<file path="src/rtl/alu8_pkg.sv">
package alu8_pkg;
  localparam int FLAG_W = 8;
  localparam int FLG_C = 0;
  localparam int FLG_Z = 1;
  localparam int FLG_N = 2;
  localparam int FLG_V = 3;
  localparam int FLG_S = 4;
  localparam int FLG_H = 5;
  localparam int FLG_T = 6;
  localparam int FLG_I = 7;

  typedef enum logic [4:0] {
    OP_ADD = 5'd0, OP_ADC = 5'd1, OP_SUB = 5'd2, OP_SBC = 5'd3,
    OP_AND = 5'd4, OP_OR = 5'd5, OP_XOR = 5'd6, OP_COM = 5'd7,
    OP_NEG = 5'd8, OP_INC = 5'd9, OP_DEC = 5'd10, OP_LSL = 5'd11,
    OP_LSR = 5'd12, OP_ROL = 5'd13, OP_ROR = 5'd14, OP_ASR = 5'd15,
    OP_SWAP = 5'd16, OP_BST = 5'd17, OP_BLD = 5'd18, OP_BSET = 5'd19,
    OP_BCLR = 5'd20, OP_CP = 5'd21, OP_CPC = 5'd22
  } aluOp_t;

  typedef enum logic [3:0] {
    K_NONE, K_ARITH, K_LOGIC, K_COM, K_NEG, K_INCDEC,
    K_SHIFT, K_SWAP, K_BST, K_BLD, K_FLAG
  } unitKind_t;

  typedef struct packed {
    logic       writeBack;
    logic       isSub;
    logic       useCarry;
    logic       chainZ;
    logic       setFlag;
    logic [2:0] subSel;
    unitKind_t  kind;
  } aluStrobe_t;
endpackage

</file>
<file path="src/rtl/alu8_ctrl.sv">
module alu8_ctrl
  import alu8_pkg::*;
(
  input  logic [4:0] opCode,
  output aluStrobe_t strobe
);
  always_comb begin
    strobe = '0;
    strobe.kind = K_NONE;
    case (aluOp_t'(opCode))
      OP_ADD:  begin strobe.kind = K_ARITH; strobe.writeBack = 1'b1; end
      OP_ADC:  begin strobe.kind = K_ARITH; strobe.writeBack = 1'b1; strobe.useCarry = 1'b1; end
      OP_SUB:  begin strobe.kind = K_ARITH; strobe.writeBack = 1'b1; strobe.isSub = 1'b1; end
      OP_SBC:  begin
        strobe.kind = K_ARITH; strobe.writeBack = 1'b1; strobe.isSub = 1'b1;
        strobe.useCarry = 1'b1; strobe.chainZ = 1'b1;
      end
      OP_CP:   begin strobe.kind = K_ARITH; strobe.isSub = 1'b1; end
      OP_CPC:  begin
        strobe.kind = K_ARITH; strobe.isSub = 1'b1;
        strobe.useCarry = 1'b1; strobe.chainZ = 1'b1;
      end
      OP_AND:  begin strobe.kind = K_LOGIC; strobe.writeBack = 1'b1; strobe.subSel = 3'd0; end
      OP_OR:   begin strobe.kind = K_LOGIC; strobe.writeBack = 1'b1; strobe.subSel = 3'd1; end
      OP_XOR:  begin strobe.kind = K_LOGIC; strobe.writeBack = 1'b1; strobe.subSel = 3'd2; end
      OP_COM:  begin strobe.kind = K_COM; strobe.writeBack = 1'b1; end
      OP_NEG:  begin strobe.kind = K_NEG; strobe.writeBack = 1'b1; end
      OP_INC:  begin strobe.kind = K_INCDEC; strobe.writeBack = 1'b1; end
      OP_DEC:  begin strobe.kind = K_INCDEC; strobe.writeBack = 1'b1; strobe.isSub = 1'b1; end
      OP_LSL:  begin strobe.kind = K_SHIFT; strobe.writeBack = 1'b1; strobe.subSel = 3'd0; end
      OP_LSR:  begin strobe.kind = K_SHIFT; strobe.writeBack = 1'b1; strobe.subSel = 3'd1; end
      OP_ROL:  begin strobe.kind = K_SHIFT; strobe.writeBack = 1'b1; strobe.subSel = 3'd2; end
      OP_ROR:  begin strobe.kind = K_SHIFT; strobe.writeBack = 1'b1; strobe.subSel = 3'd3; end
      OP_ASR:  begin strobe.kind = K_SHIFT; strobe.writeBack = 1'b1; strobe.subSel = 3'd4; end
      OP_SWAP: begin strobe.kind = K_SWAP; strobe.writeBack = 1'b1; end
      OP_BST:  strobe.kind = K_BST;
      OP_BLD:  begin strobe.kind = K_BLD; strobe.writeBack = 1'b1; end
      OP_BSET: begin strobe.kind = K_FLAG; strobe.setFlag = 1'b1; end
      OP_BCLR: strobe.kind = K_FLAG;
      default: strobe.kind = K_NONE;
    endcase
  end
endmodule

</file>
<file path="src/rtl/alu8_datapath.sv">
module alu8_datapath
  import alu8_pkg::*;
#(
  parameter int DATA_W = 8
) (
  input  aluStrobe_t                  strobe,
  input  logic [DATA_W-1:0]           opA,
  input  logic [DATA_W-1:0]           opB,
  input  logic [FLAG_W-1:0]           flagsIn,
  input  logic [$clog2(DATA_W)-1:0]   bitIdx,
  output logic [DATA_W-1:0]           resOut,
  output logic [FLAG_W-1:0]           flagsNext
);
  localparam int MSB  = DATA_W - 1;
  localparam int HALF = DATA_W / 2;
  localparam int HB   = HALF - 1;
  localparam logic [DATA_W-1:0] ONE_V = DATA_W'(1);
  localparam logic [DATA_W-1:0] MIN_V = {1'b1, {(DATA_W-1){1'b0}}};

  logic [DATA_W-1:0] addB, bx;
  logic              cinEff;
  logic [DATA_W:0]   sumW;
  logic [HALF:0]     halfW;
  logic [DATA_W-1:0] sumR;
  logic              updNzs;

  // shared adder: subtraction as A + ~B + ~borrow
  always_comb begin
    addB   = (strobe.kind == K_INCDEC) ? ONE_V : opB;
    bx     = strobe.isSub ? ~addB : addB;
    cinEff = (strobe.useCarry & flagsIn[FLG_C]) ^ strobe.isSub;
    sumW   = {1'b0, opA} + {1'b0, bx} + {{DATA_W{1'b0}}, cinEff};
    halfW  = {1'b0, opA[HB:0]} + {1'b0, bx[HB:0]} + {{HALF{1'b0}}, cinEff};
    sumR   = sumW[MSB:0];
  end

  always_comb begin
    resOut    = opA;
    flagsNext = flagsIn;
    updNzs    = 1'b0;
    case (strobe.kind)
      K_ARITH: begin
        resOut           = sumR;
        flagsNext[FLG_C] = sumW[DATA_W] ^ strobe.isSub;
        flagsNext[FLG_H] = halfW[HALF] ^ strobe.isSub;
        flagsNext[FLG_V] = (opA[MSB] == bx[MSB]) && (sumR[MSB] != opA[MSB]);
        updNzs           = 1'b1;
      end
      K_INCDEC: begin
        resOut           = sumR;
        flagsNext[FLG_V] = (opA[MSB] == bx[MSB]) && (sumR[MSB] != opA[MSB]);
        updNzs           = 1'b1;
      end
      K_LOGIC: begin
        case (strobe.subSel)
          3'd0:    resOut = opA & opB;
          3'd1:    resOut = opA | opB;
          default: resOut = opA ^ opB;
        endcase
        flagsNext[FLG_V] = 1'b0;
        updNzs           = 1'b1;
      end
      K_COM: begin
        resOut           = ~opA;
        flagsNext[FLG_C] = 1'b1;
        flagsNext[FLG_V] = 1'b0;
        updNzs           = 1'b1;
      end
      K_NEG: begin
        resOut           = -opA;
        flagsNext[FLG_C] = |opA;
        flagsNext[FLG_V] = (opA == MIN_V);
        flagsNext[FLG_H] = resOut[HB] | opA[HB];
        updNzs           = 1'b1;
      end
      K_SHIFT: begin
        case (strobe.subSel)
          3'd0: begin resOut = {opA[MSB-1:0], 1'b0};             flagsNext[FLG_C] = opA[MSB]; end
          3'd1: begin resOut = {1'b0, opA[MSB:1]};               flagsNext[FLG_C] = opA[0];   end
          3'd2: begin resOut = {opA[MSB-1:0], flagsIn[FLG_C]};   flagsNext[FLG_C] = opA[MSB]; end
          3'd3: begin resOut = {flagsIn[FLG_C], opA[MSB:1]};     flagsNext[FLG_C] = opA[0];   end
          default: begin resOut = {opA[MSB], opA[MSB:1]};        flagsNext[FLG_C] = opA[0];   end
        endcase
        flagsNext[FLG_V] = resOut[MSB] ^ flagsNext[FLG_C];
        updNzs           = 1'b1;
      end
      K_SWAP:  resOut = {opA[HB:0], opA[MSB:HALF]};
      K_BST:   flagsNext[FLG_T] = opA[bitIdx];
      K_BLD:   resOut[bitIdx] = flagsIn[FLG_T];
      K_FLAG:  flagsNext[bitIdx] = strobe.setFlag;
      default: ;
    endcase
    if (updNzs) begin
      flagsNext[FLG_N] = resOut[MSB];
      flagsNext[FLG_Z] = (resOut == '0) & (~strobe.chainZ | flagsIn[FLG_Z]);
      flagsNext[FLG_S] = flagsNext[FLG_N] ^ flagsNext[FLG_V];
    end
  end
endmodule

</file>
<file path="src/rtl/alu8_status.sv">
module alu8_status
  import alu8_pkg::*;
#(
  parameter int DATA_W = 8
) (
  input  logic                        clk,
  input  logic                        rstN,
  input  logic                        opValid,
  input  logic [4:0]                  opCode,
  input  logic [DATA_W-1:0]           rdVal,
  input  logic [DATA_W-1:0]           rrVal,
  input  logic [DATA_W-1:0]           immVal,
  input  logic                        useImm,
  input  logic [$clog2(DATA_W)-1:0]   bitIdx,
  output logic [DATA_W-1:0]           result,
  output logic                        writeEn,
  output logic [FLAG_W-1:0]           flags
);
  aluStrobe_t        strobe;
  logic [DATA_W-1:0] operandB;
  logic [FLAG_W-1:0] flagsNext;

  assign operandB = useImm ? immVal : rrVal;

  alu8_ctrl i_ctrl (
    .opCode (opCode),
    .strobe (strobe)
  );

  alu8_datapath #(.DATA_W(DATA_W)) i_dp (
    .strobe    (strobe),
    .opA       (rdVal),
    .opB       (operandB),
    .flagsIn   (flags),
    .bitIdx    (bitIdx),
    .resOut    (result),
    .flagsNext (flagsNext)
  );

  assign writeEn = opValid & strobe.writeBack;

  always_ff @(posedge clk or negedge rstN) begin
    if (!rstN)        flags <= '0;
    else if (opValid) flags <= flagsNext;
  end
endmodule

</file>
<file path="config.mk">
export PLATFORM = sky130hd
export DESIGN_NAME = alu8_status
export DESIGN_NICKNAME = d
export VERILOG_FILES = /design/src/rtl/alu8_pkg.sv /design/src/rtl/alu8_ctrl.sv /design/src/rtl/alu8_datapath.sv /design/src/rtl/alu8_status.sv
export SDC_FILE = /design/constraint.sdc
export NUM_CORES = 1
export LEC_CHECK = 0
export BUFFER_PORTS_ARGS = -buffer_cell sky130_fd_sc_hd__buf_4
export CAP_MARGIN = 20
export CORE_AREA = 2 2 100 83
export CTS_BUF_LIST = sky130_fd_sc_hd__clkbuf_4 sky130_fd_sc_hd__clkbuf_8
export CTS_CLUSTER_DIAMETER = 60
export DETAILED_ROUTE_END_ITERATION = 16
export DIE_AREA = 0 0 102 85
export PLACE_DENSITY = 0.69
export SETUP_SLACK_MARGIN = 0.05
export SLEW_MARGIN = 20
export SYNTH_ARGS = -nofsm -noshare
export SYNTH_HDL_FRONTEND = slang
export SYNTH_SLANG_ARGS = --single-unit
</file>
<file path="constraint.sdc">
create_clock -name clk -period 13 [get_ports clk]
set_clock_uncertainty 0.2 [all_clocks]
set_input_delay 2.6 -clock clk [delete_from_list [all_inputs] [get_ports clk]]
set_output_delay 2.6 -clock clk [all_outputs]
set_load 0.05 [all_outputs]
</file>
==> results by group, run 1 <==
Cells and area
  – Multi-input gate area: 2530 sq um
  – Layout cells sized above 1: 18.7%
  – Area Overhead vs Synth: 12.5%
  – Largest regs: flags: 8 flops
  – Sequential Area: 200 sq um
  – Final Non-Filler Cells: 547
  – Fillers: 812
  – Max reg flops: 8
  – N_diodes: 0
  – Largest Register: flags
  – Nets@finish: 504
  – Layout Utilization: 43.9%

Drt
  – DR iter-0 viols: 456
  – DRC errors left: 0
  – Via count: 3453
  – WL/cell: 19.8 um
  – Routed WL: 10.9 mm
  – Final antenna-violating net count: 0
  – Via/cell ratio: 6.31
  – Detailed Routing Iterations Pass 1: 5

STA
  – Post-route setup TNS: 0 ns
  – Unrepaired setup endpoints after global routing: false
  – Fin. max-slew vios: 0
  – Minimum clock period: 9.55 ns
  – Max Clock Freq: 0.105 GHz
  – Period utilization: 73.4%
  – Final Hold Viols: 0
  – Setup Viol. Count Final: 0
  – Slew margin rel.: 39.2%
  – Worst Tran Pin Value: 0.910 ns

Worst setup path
  – Buf/Inv on CP: 3
  – Most Frequent Cell on Critical Path: nor2_1
  – Max Fanout on Critical Path: 24
  – Crit path max-delay family: simple AND/OR/NAND/NOR gates
  – Crit end category: primary output
  – Worst path max stage delay: 0.77 ns
  – Crit path max-delay cell type: nor2b_1
  – Worst setup SP type: input port
  – CP arrival: 6.75 ns
  – Crit path kind: in -> out
  – Worst path cell trace: buf_4 > nor2b_1 > nor2_1 > nor2_1 > nor2_1 > xnor2_1 > fa_1 > inv_1 > fa_1 > nand2b_1 > a21oi_1 > a21o_1 > a21oi_1 > xnor2_1 > nand2_1 > a31oi_1 > buf_4
  – CP Data Required Time: 10.20 ns

Job
  – MaxCap Viol Count: 0

Synth
  – Synth unique cells: 71
  – Syn Area/Cell: 7.23 sq um
  – Ys async rst share: 100%
  – Sequential element share of the synthesized area: 6.67%
  – Post-Synthesis Cell Area: 3000 sq um
  – #FFs+latches synth: 8
  – Number of flops mapped to enable cells by yosys: 0
  – Prevailing post-synth register cell: dfrtp_1
  – Post-Syn Nets: 478
  – Ys Warns: 0
  – Gate Count Post-Synth: 415

Clocking
  – Clk Tree Root Cell: clkbuf_8
  – # resized after CTS: 0
  – Hold_buf cts: 0
  – Total CTS buffers: 3
  – CTS H-tree lvls: 1
  – Worst-path clk slew: 0.04 ns
  – Clk Latency, worst-skew pair: 0.22 ns
  – Setup repair bufs after CTS: 0
  – CTS Sinks: 8
  – CTS tree: done
  – Clk buf depth: 2

Floorplan
  – Core Rows: 29
  – Chip height: 85 um
  – Die Span X: 102 um
  – Core area: 7690 sq um
  – DIE AREA: 8670 sq um
  – Initial Util: 39.0%
  – # IOs: 53

Pwr
  – Leakage: 1.47 nW
  – VDD IR max: 0.0000428 V
  – Tot Pwr: 0.262 mW
  – Pwr dens: 77.7 nW/um^2

Run status
  – Outcome: finished, final reports clean

Placed design
  – Placed cells: 544
  – GPL Wtd Cong: 0.981
  – HPWL Detailed: 8.25 mm
  – Port buffer count: 52

Global routing
  – Vias in the first global route: 3246
  – Global-route wire length before repair: 17.2 mm
  – Initial antenna violation count: 0
  – GRT overflow: 0
  – Largest net degree at the start of global routing: 39
  – Gr usage total: 25.1%

Hold path
  – Hold crit path type: reg -> reg
-- cell families after synthesis --
kind of cell / count (synthesis) / synth area share, %
flip-flops: 8 / 6.67
multiplexers: 26 / 10.5
adder cells (fa/ha/maj): 27 / 11.8
buffers and inverters: 52 / 9.22
AND/OR/NAND/NOR: 155 / 26.9
AO/OA/AOI/OAI: 125 / 28.5
XOR/XNOR: 22 / 6.42
-- worst register-to-register path, stage by stage, from the launching register on --
cell      delay, ns
dfrtp_1        0.50
nand2_1        0.09
a21oi_1        0.15
a21oi_1        0.06
o21ai_0        0.33
fa_1           0.28
inv_1          0.06
fa_1           0.39
nand2b_1       0.16
a21oi_1        0.28
a21o_1         0.17
a21oi_1        0.08
o21ai_0        0.53
mux4_2         0.40
o221ai_1       0.09
o21ai_0        0.10
-- path summary, 6_finish.rpt --
check                      depth (start not counted)                 start  slack (ns)                   end
setup / recovery                                  17             opCode[1]        3.45             result[6]
hold / removal                                     1  flags[7]$_DFFE_PN0P_        0.31  flags[7]$_DFFE_PN0P_
setup reg to reg                                  15  flags[0]$_DFFE_PN0P_        8.98  flags[0]$_DFFE_PN0P_
hold reg to reg                                    1  flags[7]$_DFFE_PN0P_        0.31  flags[7]$_DFFE_PN0P_
max in group asynchronous                          1                  rstN       10.48  flags[7]$_DFFE_PN0P_
min in group asynchronous                          1                  rstN        1.98  flags[4]$_DFFE_PN0P_
-- layout by cell type, fill, tap and decap left out, types with 3 or more instances in the layout --
master and n:
mux2_2 3, and2_1 3, xnor2_1 9, nor3_1 13, ha_1 25, nand4b_1 3
o211ai_1 4, a21oi_1 38, o21ai_0 19, o22ai_1 3, nand2b_1 8, or2_2 4
mux4_2 4, nor2b_1 4, xor2_1 13, mux2i_1 19, nor2_1 47, nor3b_1 7
nand3_1 10, a31oi_1 8, a211oi_1 4, nand2_1 32, o21a_1 6, o221ai_1 6
a21o_1 5, dfrtp_1 8, buf_4 52, o21ai_1 3, clkbuf_8 3, nand3b_1 5
inv_1 21, a32o_1 3
-- cell usage after synthesis, drive strengths merged, types with 3 or more instances --
master,instances,share of area (%)
a31oi,8,1.7
nor2,48,6.1
o211ai,4,1.0
nand3b,5,1.3
xor2,13,3.8
nand3,10,1.7
nor2b,5,1.3
clkbuf,11,1.4
nor3b,8,2.2
xnor2,9,2.6
mux2,3,1.1
and2,4,0.83
a211oi,6,1.8
nor3,13,2.2
a2111oi,3,1.1
nand4b,3,0.88
a32o,3,1.0
inv,21,2.6
o21a,6,1.5
a21o,5,1.3
nand2,33,4.2
nand2b,8,1.7
dfrtp,8,6.7
mux2i,19,6.3
a21oi,38,6.3
mux4,4,3.0
o22ai,5,1.3
o221ai,7,2.3
or2,4,0.83
buf,20,5.2
o21ai,22,3.7
ha,25,10
-- area by class of cell --
cell class	instances	area share (%)
well taps	108	4.00
multi-input cells	355	74.9
repair buffers	52	11.6
flip-flops and latches	8	5.93
clock buffers	3	1.22
inverters	21	2.34
-- per-layer routing --
| metal | GRT usage [%] | up-vias | routed length, um |
|---|---|---|---|
| li1 | - | 1570 | - |
| met1 | 36.6 | 1580 | 4680 |
| met2 | 37.6 | 247 | 4620 |
| met3 | 4.37 | 56 | 1130 |
| met4 | 7.64 | 0 | 419 |
| met5 | 0 | - | 0 |
-- metrics by stage --
step / setup WS, ns / hold WS (ns) / cell area (sq um)
floorplan: 4.05 / 0.565 / 3000
global placement: 3.74 / 0.295 / 3330
detailed placement: 3.52 / 0.308 / 3330
CTS: 3.52 / 0.316 / 3370
global route: 3.05 / 0.351 / 3380
finish: 3.45 / 0.311 / 3380
-- report_power, final --
| group | internal, mW | switching, mW |
|---|---|---|
| clock network | 0.0201 | 0.0104 |
| registers | 0.0300 | 0.00943 |
| logic | 0.0682 | 0.124 |
(Power assumes the default switching activity.)
==> run 2, diff against run 1 <==
==> constraint.sdc (replaced) <==
create_clock -name clk -period 9.1 [get_ports clk]
set_clock_uncertainty 0.2 [all_clocks]
set_input_delay 1.82 -clock clk [delete_from_list [all_inputs] [get_ports clk]]
set_output_delay 1.82 -clock clk [all_outputs]
set_load 0.05 [all_outputs]
==> results by group, run 2 (synthesis gave the netlist of run 1 again) <==
Global routing
  – Largest net degree at the start of global routing: 39
  – Gr usage total: 25.2%
  – Vias in the first global route: 3206
  – GRT overflow: 0
  – Initial antenna violation count: 0
  – Global-route wire length before repair: 17.2 mm

STA
  – Post-route setup TNS: 0 ns
  – Final Hold Viols: 0
  – Minimum clock period: 7.48 ns
  – Fin. max-slew vios: 0
  – Worst Tran Pin Value: 0.902 ns
  – Max Clock Freq: 0.134 GHz
  – Unrepaired setup endpoints after global routing: false
  – Slew margin rel.: 39.8%
  – Setup Viol. Count Final: 0
  – Period utilization: 82.2%

Cells and area
  – Nets@finish: 506
  – Layout cells sized above 1: 18.8%
  – Multi-input gate area: 2520 sq um
  – Fillers: 802
  – Largest regs: flags: 8 flops
  – N_diodes: 0
  – Max reg flops: 8
  – Largest Register: flags
  – Most frequent cells in the layout: 54 x buf_4, 47 x nor2_1, 38 x a21oi_1
  – Area Overhead vs Synth: 12.8%
  – Final instance area: 3380 sq um
  – Commonest non-fill, non-tap cell in the layout: buf_4
  – Sequential Area: 200 sq um

Drt
  – Routed WL: 10.7 mm
  – Via/cell ratio: 6.26
  – DRC errors left: 0
  – WL/cell: 19.6 um
  – Via count: 3436
  – Detailed Routing Iterations Pass 1: 5
  – Final antenna-violating net count: 0
  – DR iter-0 viols: 462

Floorplan
  – Chip height: 85 um
  – Initial Util: 39.0%
  – # IOs: 53
  – DIE AREA: 8670 sq um
  – Die Span X: 102 um
  – Core area: 7690 sq um
  – Core Rows: 29

Job
  – MaxCap Viol Count: 0

Worst setup path
  – CP Data Required Time: 7.08 ns
  – Most Frequent Cell on Critical Path: nor2_1
  – Worst path cell trace: buf_4 > and2b_1 > nor2_1 > nor2_1 > nor2_1 > xnor2_1 > fa_1 > inv_1 > fa_1 > nand2b_1 > a21oi_1 > a21o_1 > a21oi_1 > xnor2_1 > nand2_1 > a31oi_1 > buf_4
  – Buf/Inv on CP: 3
  – Crit path max-delay cell type: nor2_1
  – Crit path max-delay family: simple AND/OR/NAND/NOR gates
  – Max Fanout on Critical Path: 38
  – CP arrival: 5.46 ns
  – Worst setup SP type: input port
  – Worst path max stage delay: 0.45 ns
  – Crit end category: primary output
  – Crit path kind: in -> out

Pwr
  – VDD IR max: 0.0000543 V
  – Pwr dens: 111 nW/um^2
  – Leakage: 1.48 nW

Placed design
  – Port buffer count: 52
  – HPWL Detailed: 8.24 mm
  – GPL Wtd Cong: 0.956
  – Placed instance area: 3340 sq um

Clocking
  – Setup repair bufs after CTS: 0
  – Worst-path clk slew: 0.05 ns
  – # resized after CTS: 0
  – Clk Latency, worst-skew pair: 0.24 ns
  – Clk buf depth: 2
  – Hold_buf cts: 0
  – Total CTS buffers: 3
  – CTS H-tree lvls: 1
  – CTS tree: done
  – Clk Tree Root Cell: clkbuf_8
  – CTS Sinks: 8

Run status
  – Outcome: finished, final reports clean

Hold path
  – Hold crit path type: reg -> reg
-- run 2: cell types whose count changed in the layout (fill, tap and decap cells not counted), sizes merged --
| cell | before | now |
|---|---|---|
| buf | 52 | 54 |
-- run 2: through the flow --
step	hold WS (ns)	setup WS, ns	utilization [%]	total power, mW	std cells
6_report	0.307	1.62	44.0	0.375	549
5_1_grt	0.337	1.24	44.0	0.398	549
4_1_cts	0.310	1.66	44.0	0.370	549
3_5_place_dp	0.300	1.68	43.5	0.324	546
3_3_place_gp	0.296	1.82	43.5	0.322	546
2_1_floorplan	0.565	1.71	-	0.245	415
-- run 2: metal layers --
metal,wire length (um),GRT usage [%],up-vias
li1,-,-,1576
met1,4590,36.8,1574
met2,4590,37.9,244
met3,1180,3.62,42
met4,391,8.12,0
met5,0,0,-
-- run 2: final timing paths --
path                       slack [ns]  depth (start not counted)            startpoint              endpoint
max                              1.62                         17             opCode[0]             result[6]
min                              0.31                          1  flags[7]$_DFFE_PN0P_  flags[7]$_DFFE_PN0P_
max reg2reg                      5.00                         15  flags[0]$_DFFE_PN0P_  flags[0]$_DFFE_PN0P_
min reg2reg                      0.31                          1  flags[7]$_DFFE_PN0P_  flags[7]$_DFFE_PN0P_
max in group asynchronous        7.36                          1                  rstN  flags[5]$_DFFE_PN0P_
min in group asynchronous        1.20                          1                  rstN  flags[7]$_DFFE_PN0P_
-- run 2: where the power goes --
part / switching (mW) / internal, mW
logic: 0.177 / 0.0980
registers: 0.0128 / 0.0428
clock network: 0.0159 / 0.0288
-- run 2: cell type report --
cell class | instances | share of cell area [%]
Clock buffer | 3 | 1.22
Inverter | 21 | 2.33
Multi-Input combinational cell | 355 | 74.6
Sequential cell | 8 | 5.91
Tap cell | 108 | 3.99
Timing Repair Buffer | 54 | 12.0
